`src/rtl/splitlat_pkg.sv`:
```
package splitlat_pkg;
  typedef enum logic [1:0] {
    LAT_ALL_PRE  = 2'd0,
    LAT_ALL_POST = 2'd1,
    LAT_CUSTOM   = 2'd2
  } lat_mode_e;
endpackage

```
`src/rtl/splitlat_pipe.sv`:
```
// Valid-qualified delay chain: DEPTH register stages, the payload loads only with valid.
module splitlat_pipe #(
  parameter int DEPTH = 1,
  parameter int W     = 8
) (
  input  logic         clk,
  input  logic         rst_n,
  input  logic         in_vld,
  input  logic [W-1:0] in_dat,
  output logic         out_vld,
  output logic [W-1:0] out_dat
);
  generate
    if (DEPTH == 0) begin : g_wire
      assign out_vld = in_vld;
      assign out_dat = in_dat;
    end else begin : g_chain
      for (genvar k = 0; k < DEPTH; k++) begin : g_stage
        logic         src_v;
        logic [W-1:0] src_d;
        logic         v_d, v_q;
        logic [W-1:0] d_d, d_q;
        if (k == 0) begin : g_head
          assign src_v = in_vld;
          assign src_d = in_dat;
        end else begin : g_link
          assign src_v = g_stage[k-1].v_q;
          assign src_d = g_stage[k-1].d_q;
        end
        always_comb begin
          v_d = src_v;
          d_d = src_v ? src_d : d_q;
        end
        always_ff @(posedge clk or negedge rst_n) begin
          if (!rst_n) v_q <= 1'b0;
          else        v_q <= v_d;
        end
        always_ff @(posedge clk) begin
          d_q <= d_d;
        end
      end
      assign out_vld = g_stage[DEPTH-1].v_q;
      assign out_dat = g_stage[DEPTH-1].d_q;
    end
  endgenerate
endmodule

```
`src/rtl/splitlat_array.sv`:
```
// Storage split into byte lanes; asynchronous lookup, write at the clock edge.
module splitlat_array #(
  parameter int ADDR_W = 6,
  parameter int DATA_W = 32,
  parameter int BYTE_W = 8
) (
  input  logic                     clk,
  input  logic                     we,
  input  logic [ADDR_W-1:0]        waddr,
  input  logic [DATA_W-1:0]        wdata,
  input  logic [DATA_W/BYTE_W-1:0] wbe,
  input  logic [ADDR_W-1:0]        raddr,
  output logic [DATA_W-1:0]        rdata
);
  localparam int DEPTH  = 1 << ADDR_W;
  localparam int NLANES = DATA_W / BYTE_W;

  generate
    for (genvar b = 0; b < NLANES; b++) begin : g_lane
      logic [BYTE_W-1:0] lane_q [DEPTH];
      logic              lane_we;
      assign lane_we = we & wbe[b];
      always_ff @(posedge clk) begin
        if (lane_we) lane_q[waddr] <= wdata[b*BYTE_W +: BYTE_W];
      end
      assign rdata[b*BYTE_W +: BYTE_W] = lane_q[raddr];
    end
  endgenerate
endmodule

```
`src/rtl/splitlat_ram.sv`:
```
module splitlat_ram #(
  parameter int                      ADDR_W    = 6,
  parameter int                      DATA_W    = 32,
  parameter int                      BYTE_W    = 8,
  parameter splitlat_pkg::lat_mode_e LAT_MODE  = splitlat_pkg::LAT_ALL_PRE,
  parameter int                      TOTAL_LAT = 2,
  parameter int                      CUST_PRE  = 1,
  parameter int                      CUST_POST = 1
) (
  input  logic                     clk,
  input  logic                     rst_n,
  input  logic                     wr_en,
  input  logic [ADDR_W-1:0]        wr_addr,
  input  logic [DATA_W-1:0]        wr_data,
  input  logic [DATA_W/BYTE_W-1:0] wr_be,
  input  logic                     rd_en,
  input  logic [ADDR_W-1:0]        rd_addr,
  output logic [DATA_W-1:0]        rd_data,
  output logic                     rd_valid
);
  localparam int PRE_N  = (LAT_MODE == splitlat_pkg::LAT_ALL_PRE)  ? TOTAL_LAT :
                          (LAT_MODE == splitlat_pkg::LAT_ALL_POST) ? 0 : CUST_PRE;
  localparam int POST_N = (LAT_MODE == splitlat_pkg::LAT_ALL_PRE)  ? 0 :
                          (LAT_MODE == splitlat_pkg::LAT_ALL_POST) ? TOTAL_LAT : CUST_POST;

  logic              probe_vld;
  logic [ADDR_W-1:0] probe_addr;
  logic [DATA_W-1:0] array_word;
  logic              out_vld;
  logic [DATA_W-1:0] out_word;
  logic [DATA_W-1:0] hold_d, hold_q;

  // Request-side delay: the array is looked up PRE_N cycles after issue.
  splitlat_pipe #(.DEPTH(PRE_N), .W(ADDR_W)) u_pre (
    .clk(clk), .rst_n(rst_n),
    .in_vld(rd_en), .in_dat(rd_addr),
    .out_vld(probe_vld), .out_dat(probe_addr)
  );

  splitlat_array #(.ADDR_W(ADDR_W), .DATA_W(DATA_W), .BYTE_W(BYTE_W)) u_array (
    .clk(clk), .we(wr_en), .waddr(wr_addr), .wdata(wr_data), .wbe(wr_be),
    .raddr(probe_addr), .rdata(array_word)
  );

  // Data-side delay: the looked-up word travels POST_N stages to the output.
  splitlat_pipe #(.DEPTH(POST_N), .W(DATA_W)) u_post (
    .clk(clk), .rst_n(rst_n),
    .in_vld(probe_vld), .in_dat(array_word),
    .out_vld(out_vld), .out_dat(out_word)
  );

  always_comb begin
    hold_d = out_vld ? out_word : hold_q;
  end

  always_ff @(posedge clk or negedge rst_n) begin
    if (!rst_n) hold_q <= '0;
    else        hold_q <= hold_d;
  end

  assign rd_valid = out_vld;
  assign rd_data  = out_vld ? out_word : hold_q;
endmodule

```
`config.mk`:
```
export PLATFORM = sky130hd
export DESIGN_NAME = splitlat_ram
export DESIGN_NICKNAME = d
export VERILOG_FILES = /design/src/rtl/splitlat_pkg.sv /design/src/rtl/splitlat_pipe.sv /design/src/rtl/splitlat_array.sv /design/src/rtl/splitlat_ram.sv
export SDC_FILE = /design/constraint.sdc
export NUM_CORES = 2
export LEC_CHECK = 0
export BUFFER_PORTS_ARGS = -buffer_cell sky130_fd_sc_hd__buf_2
export CORE_MARGIN = 2
export CORE_UTILIZATION = 45
export DETAILED_ROUTE_END_ITERATION = 10
export SLEW_MARGIN = 40
export SYNTH_ARGS = -nofsm -noshare
export SYNTH_HDL_FRONTEND = slang
export SYNTH_HIERARCHICAL = 1
export SYNTH_SLANG_ARGS = --single-unit
```
`constraint.sdc`:
```
create_clock -name clk -period 3 [get_ports clk]
set_clock_uncertainty 0.2 [all_clocks]
set_input_delay 0.6 -clock clk [delete_from_list [all_inputs] [get_ports clk]]
set_output_delay 0.6 -clock clk [all_outputs]
set_load 0.02 [all_outputs]
```
==> Word-level counts from Yosys, hierarchy flattened <==
Memories as Yosys holds them, arrays and structs flattened. A register that Yosys moved wholly into a read port is not among the register bits.
Index checks and enable logic that the tools add are counted.
{ "totals": {"memories": 4, "input_bits": 52, "elab_cells": 26, "register_bits": 46, "output_inout_bits": 33, "ramBits": 2048} }
{ "mem_list": {"columns": ["name", "depth", "word_bits", "rd", "rd_ports_with_merged_regs", "write_ports", "line", "source"], "rows": [
  ["u_array.g_lane[0].lane_q", 64, 8, 1, 1, 1, "splitlat_array.sv:20", "logic [BYTE_W-1:0] lane_q [DEPTH];"],
  ["u_array.g_lane[1].lane_q", 64, 8, 1, 1, 1, "splitlat_array.sv:20", null],
  ["u_array.g_lane[2].lane_q", 64, 8, 1, 1, 1, "splitlat_array.sv:20", null],
  ["u_array.g_lane[3].lane_q", 64, 8, 1, 1, 1, "splitlat_array.sv:20", null]
]} }
{ "classes": {"n_mux": 13, "bitwise_logic": 4} }
{ "op_table": {"columns": ["cell", "n"], "rows": [
  ["two-way mux 32 bit", 1],
  ["two-way mux 6 bit", 4],
  ["two-way mux 1 bit", 8],
  ["bitwise AND 1 bit", 4]
]} }

==> Longest topological paths before layout <==
{ "depth": {"ltp_word": 3, "mapped_depth": 11, "ltp_nobuf": 6} }

==> Hierarchy <==
Netlist, hierarchy kept.
{ "modules_own_cells": {"columns": ["module", "area_per_inst_um2", "seq_area_each_um2", "cells_each", "n_inst"], "rows": [
  ["splitlat_array", 78650.4, 61499.0, 3575, 1],
  ["splitlat_ram", 1345.0, 800.8, 68, 1],
  ["splitlat_pipe at u_pre", 410.4, 410.4, 14, 1],
  ["splitlat_pipe at u_post", 247.7, 0.0, 33, 1]
]} }

==> Least setup slack after synthesis <==
OpenSTA, ideal clock, no wires.
{ "synth_timing": {"kind": "register -> output", "startpoint": "register, netlist name u_pre/out_dat[0]", "endpoint": "output rd_data[30]", "n_path_buf": 4, "required_ps": 2200, "stages_incl_launch_ff": 10, "slack_ps": -136, "arrival_time_ps": 2336, "cell_sequence": "edfxtp_1 > buf_2 > buf_2 > buf_4 > mux4_2 > o221ai_1 > a21oi_1 > o22a_1 > buf_4 > mux2_2"} }
{ "synth_rtl": {"columns": ["element", "line", "source"], "rows": [
  ["end: declaration", "splitlat_ram.sv:18", "output logic [DATA_W-1:0] rd_data,"]
]} }

==> out/results.txt <==
Status: finished, violations left
Failing checks: negative setup slack
CTS sink cnt: 2094
Worst Tran Pin Value: 0.839 ns
Post-detailed-route wirelength per cell: 32.8 um
Chip height: 427 um
Num CTS Buffers: 207
Die Wd: 427 um
Placement Rows: 155
Post-route cell area: 98100 um^2
Post-route setup slack: -1.60 ns
Post-synth EDFFs: 2060
Crit path buffers/inverters: 5
Setup WS pre-CTS: -1.15 ns
Yosys Warn Count: 6
Die ar.: 183000 um^2
Final ANT Viol Nets: 0
Hold Vio Cnt, Final: 0
CP most frequent cell: buf_4
Slowest CP cell: a2111oi_4
Distinct cells, synth: 42
Clock Tree Buf Depth: 3
Required time of the critical path: 2.20 ns
Unrepaired setup endpoints after global routing: yes
Crit-path leading delay family: multiplexers
Post-DP HPWL: 158000 um
GRT Total Usage: 25.5%
Crit path capture type: output pin
Clk_lat worst skew: 0.86 ns
GRT Residual Overflow: 0
Layout cell share with drive strength beyond 1: 40.5%
Slew headroom: 44.0%
DP Area: 89000 um^2
Internal reg-to-reg setup slack: -0.12 ns
Final core area utilization: 55.1%
Tmin final: 4.60 ns
Max-Cap Viols: 0
F_max: 0.217 GHz
CTS tree: built
Setup violations, final: 46
Final Cycle Share: 153%
Yosys reg bits: 2094
Main synth FF type: edfxtp_1
Pin count of the biggest net entering global routing: 65
Clock-pin slew on the worst setup and hold paths: 0.06 ns
Initial antenna violation count: 15
Root Driver: clkbuf_16
Area delta synth->final: 21.7%
CP Max Fanout: 9
Vias in the first global route: 41918
Vias: 42780
Async S/R FF share, synth: 1.62%
Seq/Total Area, Yosys: 77.8%
TritonRoute pass-1 iters: 6
Leakage: 32.3 nW
Peak VDD IR: 0.526 mV
Peak per-stage delay on the critical path: 0.56 ns
Post-Synthesis Cells: 3690
Commonest non-fill, non-tap cell in the layout: edfxtp_1
Crit path launch type: flop
Hold/Removal Path Class: primary input to flop
TNS Setup: -47.57 ns
Syn nets: 3742
Starting Density: 45.3%
Core Region: 178000 um^2
Most frequent cells in the layout: edfxtp_1 (2060), buf_4 (686), mux4_2 (509), nor2_1 (261), clkbuf_16 (214)
Mean Syn Cell Area: 21.9 um^2
Fin. max-slew vios: 0
First-pass GRT wire length: 324000 um
DR DRC count: 0
Power Dens Cells: 653 nW/um^2
Total Wirelength: 233000 um
Setup Crit Path Kind: flop to output pin
Initial DRC count: 6153
Placer Congestion: 0.947
Cell Area, Synth: 80700 um^2
H-tree levels: 4
Nets: 4603
CP arrival: 3.80 ns
Total power: 64.1 mW
I/O pins: 85
IO buf count: 84
Vias per cell: 6.03
CP cell instances: buf_6 > buf_16 > buf_4 > mux4_2 > mux2i_1 > buf_4 > nor2_1 > a2111oi_4 > a221oi_4 > mux2_4 > buf_4
==> synth_stat cells, drive strengths merged (9+ instances only) <==
cell / instances / share of area (%)
o22ai: 113 / 0.88
a22oi: 34 / 0.32
edfxtp: 2060 / 77
nor4: 21 / 0.16
buf: 152 / 1.3
o22a: 21 / 0.23
mux2: 45 / 0.77
a22o: 9 / 0.098
nand2: 83 / 0.39
nor2: 278 / 1.3
nor3: 14 / 0.087
mux2i: 55 / 0.68
a221oi: 17 / 0.18
clkbuf: 95 / 0.44
o21ai: 19 / 0.12
dfrtp: 34 / 1.1
mux4: 509 / 14
nand3: 17 / 0.11
a21oi: 32 / 0.20
o221ai: 22 / 0.24
==> what timing repair did <==
action                                 in CTS  in global routing
endpoints found under the hold margin      77                  0
resized for setup                         171                128
hold buffers                               13                  0
gates cloned                               10                  7
setup endpoints to repair                  57                 53
setup buffers                              19                 49
pin swaps                                  18                 16
==> report_power, final <==
| part | internal [mW] | leakage [nW] | switching (mW) | total, mW |
|---|---|---|---|---|
| registers | 32.4 | 18.9 | 0.0873 | 32.5 |
| clock network | 13.6 | 3.19 | 11.1 | 24.8 |
| logic | 3.16 | 10.2 | 3.73 | 6.90 |
| total | 49.2 | 32.3 | 14.9 | 64.1 |
==> layer usage <==
metal  track usage (%)  vias to the layer above  wire (um)
met5                 0                        -         13
met2              39.6                     2291     111000
li1                  -                    17232          -
met1              36.0                    22846      91400
met4              10.4                        2      10100
met3              4.59                      409      20800
==> metrics by stage <==
step / hold slack [ns] / cells
after floorplan: 0.104 / 3690
after global placement: 0.222 / 6605
after detailed placement: 0.218 / 6605
after CTS: 0.0115 / 7028
after global routing: 0.0461 / 7087
final: 0.0596 / 7093
==> state kept, by name (all words and copies together) (netlist names) <==
| signal | count |
|---|---|
| u_pre/g_chain.g_stage.d_q | 6 |
| u_pre/out_vld | 1 |
| u_pre/g_chain.g_stage.v_q | 1 |
| u_array/g_lane.lane_q | 2048 |
| hold_q | 32 |
| u_pre/out_dat | 6 |
==> cell families (layout without fill, tap and decap cells) <==
group                  count (synthesis)  after routing  share of synthesized area (%)
flip-flops                          2094           2094                           77.8
multiplexers                         609            609                           15.7
AND/OR/NAND/NOR                      456            456                           2.41
AO/OA/AOI/OAI                        282            282                           2.42
buffers and inverters                249           1286                           1.75
other                                  0             11                              0
==> final cells by class <==
cell class | count | area [um^2]
diodes | 11 | 27.5
clock buffers | 263 | 5450
clock inverters | 122 | 1050
fillers | 13385 | 80100
inverters | 2 | 7.51
multi-input cells | 1347 | 17600
flip-flops and latches | 2094 | 62700
well taps | 2355 | 2950
repair buffers | 899 | 8300
==> final timing paths <==
path	from	to	depth (start not counted)
max	u_pre/out_dat[0]	rd_data[8]	11
min	wr_data[2]	u_array/g_lane[0].lane_q[30][2]	1
max reg2reg	u_pre/out_dat[0]	hold_q[8]	10
min reg2reg	u_pre/g_chain.g_stage[0].d_q[4]	u_pre/out_dat[4]	0
max in group asynchronous	rst_n	hold_q[20]	4
min in group asynchronous	rst_n	hold_q[19]	3
Power figures use the tool's default switching activity.
